<file path="src/rtl/strobe_echo_pkg.sv">
package strobe_echo_pkg;
  // Strobes from control to datapath, at most one register write per cycle
  typedef struct packed {
    logic capture;  // latch parallel byte into hold register
    logic load;     // copy hold register into transmit register
    logic sample;   // take MOSI bit (rising SCK)
    logic shift;    // advance transmit register (falling SCK)
  } echoStrb_t;
endpackage

</file>
<file path="src/rtl/strobe_echo_ctrl.sv">
module strobe_echo_ctrl
  import strobe_echo_pkg::*;
#(
  parameter int SYNC_STAGES = 2
) (
  input  logic      clk,
  input  logic      rstN,
  input  logic      trigIn,
  input  logic      sck,
  input  logic      csN,
  input  logic      mosi,
  output echoStrb_t strb,
  output logic      csActive,
  output logic      mosiS
);
  localparam int CHAIN = SYNC_STAGES + 1;  // one extra stage for edge detection
  localparam int NOW   = SYNC_STAGES - 1;
  localparam int OLD   = SYNC_STAGES;

  logic [CHAIN-1:0]       trigSh, sckSh, csSh;
  logic [SYNC_STAGES-1:0] mosiSh;
  logic                   pending;
  logic                   trigRise, sckRise, sckFall, loadNow;

  always_ff @(posedge clk or negedge rstN) begin
    if (!rstN) begin
      trigSh <= '0;
      sckSh  <= '0;
      csSh   <= '1;
      mosiSh <= '0;
    end else begin
      trigSh <= {trigSh[CHAIN-2:0], trigIn};
      sckSh  <= {sckSh[CHAIN-2:0], sck};
      csSh   <= {csSh[CHAIN-2:0], csN};
      mosiSh <= {mosiSh[SYNC_STAGES-2:0], mosi};
    end
  end

  assign trigRise = trigSh[NOW] & ~trigSh[OLD];
  assign sckRise  = sckSh[NOW] & ~sckSh[OLD];
  assign sckFall  = ~sckSh[NOW] & sckSh[OLD];
  assign csActive = ~csSh[NOW];
  assign mosiS    = mosiSh[NOW];
  assign loadNow  = pending & ~csActive;

  // capture held back until the bus is idle; a new capture re-arms it
  always_ff @(posedge clk or negedge rstN) begin
    if (!rstN) pending <= 1'b0;
    else       pending <= trigRise | (pending & ~loadNow);
  end

  always_comb begin
    strb.capture = trigRise;
    strb.load    = loadNow;
    strb.sample  = sckRise & csActive;
    strb.shift   = sckFall & csActive;
  end
endmodule

</file>
<file path="src/rtl/strobe_echo_dpath.sv">
module strobe_echo_dpath
  import strobe_echo_pkg::*;
#(
  parameter int DATA_W      = 8,
  parameter int SYNC_STAGES = 2
) (
  input  logic              clk,
  input  logic              rstN,
  input  logic [DATA_W-1:0] parData,
  input  logic              mosiS,
  input  logic              csActive,
  input  echoStrb_t         strb,
  output logic [DATA_W-1:0] shData,
  output logic              miso
);
  localparam int MSB = DATA_W - 1;

  logic [SYNC_STAGES-1:0][DATA_W-1:0] dataSh;
  logic [DATA_W-1:0]                  holdReg, shReg;
  logic                               mosiBit;

  always_ff @(posedge clk or negedge rstN) begin
    if (!rstN) begin
      dataSh  <= '0;
      holdReg <= '0;
      mosiBit <= 1'b0;
    end else begin
      dataSh <= {dataSh[SYNC_STAGES-2:0], parData};
      if (strb.capture) holdReg <= dataSh[SYNC_STAGES-1];
      if (strb.sample)  mosiBit <= mosiS;
    end
  end

  // sole writer of the transmit register: parallel load beats shifting
  always_ff @(posedge clk or negedge rstN) begin
    if (!rstN)           shReg <= '0;
    else if (strb.load)  shReg <= holdReg;
    else if (strb.shift) shReg <= {shReg[MSB-1:0], mosiBit};
  end

  assign shData = shReg;
  assign miso   = csActive & shReg[MSB];
endmodule

</file>
<file path="src/rtl/strobe_echo_spi.sv">
module strobe_echo_spi
  import strobe_echo_pkg::*;
#(
  parameter int DATA_W      = 8,
  parameter int SYNC_STAGES = 2
) (
  input  logic              clk,
  input  logic              rstN,
  input  logic [DATA_W-1:0] parData,
  input  logic              trigIn,
  input  logic              sck,
  input  logic              csN,
  input  logic              mosi,
  output logic              miso
);
  echoStrb_t         strb;
  logic              csActive, mosiS;
  logic [DATA_W-1:0] shData;

  strobe_echo_ctrl #(.SYNC_STAGES(SYNC_STAGES)) uCtrl (
    .clk(clk), .rstN(rstN), .trigIn(trigIn), .sck(sck), .csN(csN),
    .mosi(mosi), .strb(strb), .csActive(csActive), .mosiS(mosiS)
  );

  strobe_echo_dpath #(.DATA_W(DATA_W), .SYNC_STAGES(SYNC_STAGES)) uDpath (
    .clk(clk), .rstN(rstN), .parData(parData), .mosiS(mosiS),
    .csActive(csActive), .strb(strb), .shData(shData), .miso(miso)
  );
endmodule

</file>
<file path="config.mk">
export PLATFORM = sky130hd
export DESIGN_NAME = strobe_echo_spi
export DESIGN_NICKNAME = d
export VERILOG_FILES = /design/src/rtl/strobe_echo_pkg.sv /design/src/rtl/strobe_echo_ctrl.sv /design/src/rtl/strobe_echo_dpath.sv /design/src/rtl/strobe_echo_spi.sv
export SDC_FILE = /design/constraint.sdc
export NUM_CORES = 1
export LEC_CHECK = 0
export CAP_MARGIN = 10
export CORE_MARGIN = 4
export CORE_UTILIZATION = 58
export CTS_CLUSTER_SIZE = 8
export DETAILED_ROUTE_END_ITERATION = 10
export DONT_BUFFER_PORTS = 1
export GPL_TIMING_DRIVEN = 0
export PLACE_DENSITY = 0.74
export SLEW_MARGIN = 30
export SYNTH_ARGS = -nofsm -noshare
export SYNTH_HDL_FRONTEND = slang
export SYNTH_SLANG_ARGS = --single-unit
</file>
<file path="constraint.sdc">
create_clock -name clk -period 1.85 [get_ports clk]
set_input_delay 0.0925 -clock clk [delete_from_list [all_inputs] [get_ports clk]]
set_output_delay 0.0925 -clock clk [all_outputs]
set_load 0.1 [all_outputs]
</file>
# == Yosys cells after proc, flatten, opt, wreduce, memory -nomap -nowiden ==
# Index checks and enable logic that the tools add are counted.
# totals
word_cells,27
mem_count,0
regBits,44
out_inout_bits,1
latch_bits,0
ram_bits,0
rom_bits,0
# op_classes
n_reduce_logical,1
n_div,0
add_sub_neg,0
n_eq_ne,0
n_bitwise,14
n_shift,0
muxes,2
order_cmp,0
mul,0
# ops
cell,n
8-bit 2-to-1 mux,2
1-bit AND,8
1-bit inverter,5
2-bit nonzero test,1
1-bit OR,1

# == Logic depth before layout (Yosys ltp) ==
# logic_depth
depth_word,5
depth_mapped,4
mapped_depth_nobuf,2

# == Hierarchy ==
# From an unflattened synthesis, not the netlist that was laid out.
# hier_totals
hier_cells,89
area_unflattened_um2,1487.7
# modules_own_cells
mod,n_inst,cells_each,area_each_um2
strobe_echo_dpath,1,70,1147.4
strobe_echo_ctrl,1,19,340.3

# == Worst setup path before layout ==
# Ideal clock, no wire load.
# synth_timing
path_type,reg-to-output
from,register uCtrl.csSh[1]
to,output port miso
t_arrival_ps,1842
required_ps,1757
path_buffers,1
path_stages_with_launch,3
setup_slack_ps,-84
path_cell_list,dfstp_2 buf_6 nor2b_1
# synth_between
elab_chain_cells,2
# synth_rtl
item,line,rtl
start: declaration,strobe_echo_ctrl.sv:20,"logic [CHAIN-1:0] trigSh, sckSh, csSh;"
start signal: assignment,strobe_echo_ctrl.sv:34,"csSh <= {csSh[CHAIN-2:0], csN};"
1-bit inverter,strobe_echo_ctrl.sv:42,assign csActive = ~csSh[NOW];
1-bit AND,strobe_echo_dpath.sv:42,assign miso = csActive & shReg[MSB];
end: declaration,strobe_echo_spi.sv:14,output logic miso
# No other way between the ends.

# == Worst setup path in the final report ==
# Same ends and word-level chain as after synthesis.

==> impl_metrics.csv <==
group,metric,value,unit
detailed_routing,finalWirelength,2410,µm
synth,synth_area_leader_cell,"dfrtp_1",
worst_setup_path,rr_startpoint,"uCtrl.sckSh[1]",
clock_network,cts_buffers,5,
synth,post-synth-top-count-cell,"dfrtp_1",
sta,worst_slack,321,ps
sta,maxSlewViolCount,0,
clock_network,cts_tree,"done",
clock_network,ctsResizeCount,0,
cells_and_area,seq_area,0.00110,mm²
global_route,track_usage,16.4,%
cells_and_area,multi_input_area,363,µm²
detailed_routing,drt_iter0_markers,27,
sta,grt_setup_unrepaired,"no",
min_path,hold_class,"in -> async",
cells_and_area,fillers,160,
synth,ys_ff_latch,44,
synth,yosys-top-cells-area,"dfrtp_1, nor4b_1, mux2_2, dfstp_2, buf_6",
power_and_ir_drop,p_seq_share,57.6,%
global_route,grt-ovfl-total,0,
cells_and_area,fin_cells,150,
clock_network,clock_latency,350,ps
synth,synth_area,0.00153,mm²
sta,clock_skew,9.24,ps
sta,tightest_slew,608,ps
synth,synth_edf_count,0,
sta,max_freq,654,MHz
worst_setup_path,r2r_end,"uDpath.shData[5]",
sta,setup_tns,0,ps
detailed_routing,via_per_inst,5.58,
power_and_ir_drop,clockPowerShare,31.1,%
global_route,antenna_found_initial,0,
cells_and_area,final_layout_size_suffix_gt1_share,20.8,%
power_and_ir_drop,power.leakage,0.000793,µW
clock_network,cts_max_path_buffers,2,
synth,synth_cell_types,17,
die,coreArea,0.00250,mm²
synth,postSynthAreaPerCell,15.6,µm²
place,io_buffers,0,
detailed_routing,drc,0,
die,pin_count,15,
worst_setup_path,path_delay_family,"simple AND/OR/NAND/NOR gates",
sta,hold_viol_final,0,
place,place_ws,414,ps
worst_setup_path,cp_cell_sequence,"buf_6 -> nor2b_4",
power_and_ir_drop,switching_share,24.6,%
synth,netlist_instances,98,
synth,synth_top_area_share,68.6,%
power_and_ir_drop,p_sw,479,µW
power_and_ir_drop,p_per_area,1070,mW/mm²
place,placed_cell_area,0.00158,mm²
worst_setup_path,path_depth,2,
cells_and_area,fin_area,0.00181,mm²
die,die_area,0.00353,mm²
detailed_routing,num_vias,837,
detailed_routing,dr.pass1.iters,4,
clock_network,cts.sinks,44,
place,place_congestion,0.784,
global_route,grt_pass1_vias,857,
sta,setup_violations,0,
detailed_routing,ant_nets,0,
power_and_ir_drop,p_comb_share,11.3,%
worst_setup_path,crit_path_max_incr_delay,500,ps
die,initial_core_util,61.3,%
detailed_routing,wl_per_cell,16.1,µm
clock_network,cts_htree_levels,2,
worst_setup_path,r2r_cells,4,
sta,fin_crit,1530,ps
place,dp.cells,128,
cells_and_area,syn_to_final_growth,18.2,%
worst_setup_path,cp_slowest_cell,"nor2b_4",
worst_setup_path,startpoint_type,"flop",
sta,maxSlewHeadroom,59.4,%
worst_setup_path,crit_buf_inv,1,
synth,yosys_most_used_dff,"dfrtp_1",
synth,seq_area_frac_synth,72.0,%
worst_setup_path,end_kind,"output pin",
worst_setup_path,worstPathArrival,1440,ps
place,dp_hpwl,1350,µm
power_and_ir_drop,p_int,1460,µW
synth,yosysWarnings,0,
die,dieWidth,59.4,µm
global_route,grt_pass1_wl,4060,µm
synth,synth_commonest_cells,"dfrtp_1, a21oi_1, nor4b_1, mux2_2, inv_1",
sta,min_period_over_period,82.7,%
die,die_h,59.4,µm
run_status,status,"completed",
worst_setup_path,r2r_setup_slack,400,ps
clock_network,cts_root_buf,"clkbuf_4",
clock_network,clk_pin_slew,130,ps
power_and_ir_drop,peakVddDrop,0.899,mV
worst_setup_path,path_class,"reg -> out",
global_route,grt_max_degree,45,
synth,async_reset_ff_share,100,%
cells_and_area,diodes,0,
job,drv_cap,0,
synth,synth_nets,112,
worst_setup_path,critical_path_required,1760,ps
worst_setup_path,path_max_fanout,10,
clock_network,cts_setup_buffers,0,
cells_and_area,fin_nets,133,
die,rows,18,
sta,whs,196,ps
layout make-up:
cell class                 instances  share of cell area [%]
inverter                           5                    1.04
tap                               30                    2.07
timing repair buffer              14                    8.29
multi-input combinational         43                    20.0
buffer                             6                    3.04
sequential                        44                    60.9
clock buffer                       5                    2.07
clock inverter                     3                    2.56
per-stage QoR:
stage | utilization [%] | power (µW)
after floorplan | - | 1270
after global routing | 72.5 | 2040
after global placement | 62.9 | 1300
after detailed placement | 63.1 | 1310
after CTS | 72.5 | 1960
final | 72.5 | 1940
cell families (layout without fill, tap and decap cells):
logic type	after synthesis	count (layout)	share of synthesized area [%]
flops	44	44	72.0
compound gates	17	17	7.35
simple gates	17	17	9.22
buf+inv	11	33	4.82
mux	9	9	6.61
state kept, by name (all words and copies together) (netlist names):
name	cells
uCtrl.pending	1
uDpath.shData	8
uCtrl.sckSh	3
uCtrl.mosiSh	2
uDpath.holdReg	8
uCtrl.csSh	2
uDpath.dataSh	16
uDpath.mosiBit	1
uCtrl.trigSh	3
layout by cell type (no fill, tap or decap), drive strengths merged:
cell         count
a211oi           4
a21o             1
a21oi            8
a221oi           4
and2             1
and3b            4
buf              7
bufinv           1
clkbuf           5
clkinvlp         1
dfrtp           42
dfstp            2
dlygate4sd3     13
inv              6
mux2             9
nor2b            2
nor3b            1
nor4b            8
or3b             1
per-layer routing:
metal | track usage (%) | vias to the layer above | share of wire [%]
met5 | 0 | - | 0
met4 | 11.7 | 0 | 1.2
met3 | 5.01 | 4 | 4.6
met2 | 22.9 | 19 | 49
met1 | 21.5 | 425 | 45
li1 | - | 389 | -
timing repair:
item,4_1_cts,5_1_grt
hold buffers,14,0
endpoints found under the setup margin,0,0
endpoints found under the hold margin,56,0
worst max-delay path by stage:
stage | from | endpoint | slack [ps]
after floorplan | uCtrl.csSh[1] | miso | 450
after global placement | uCtrl.csSh[1] | miso | 400
final | uCtrl.csSh[1] | miso | 320
after CTS | uCtrl.csSh[1] | miso | 300
after detailed placement | uCtrl.sckSh[1] | uDpath.shData[5] | 410
after global routing | uCtrl.csSh[1] | miso | 270
power by group through the flow:
| stage | registers (µW) | logic, µW | clock network, µW |
|---|---|---|---|
| floorplan | 1120 | 151 | 0 |
| global placement | 1130 | 164 | 0 |
| detailed placement | 1140 | 175 | 0 |
| CTS | 1120 | 221 | 617 |
| global route | 1130 | 241 | 662 |
| finish | 1120 | 219 | 605 |
worst register-to-register path: stages, from the launching register on:
cell	delay, ps
dfrtp_1	420
buf_6	150
or3b_1	380
buf_6	150
a221oi_1	260
Note: power is estimated with default switching activity, not from simulation.
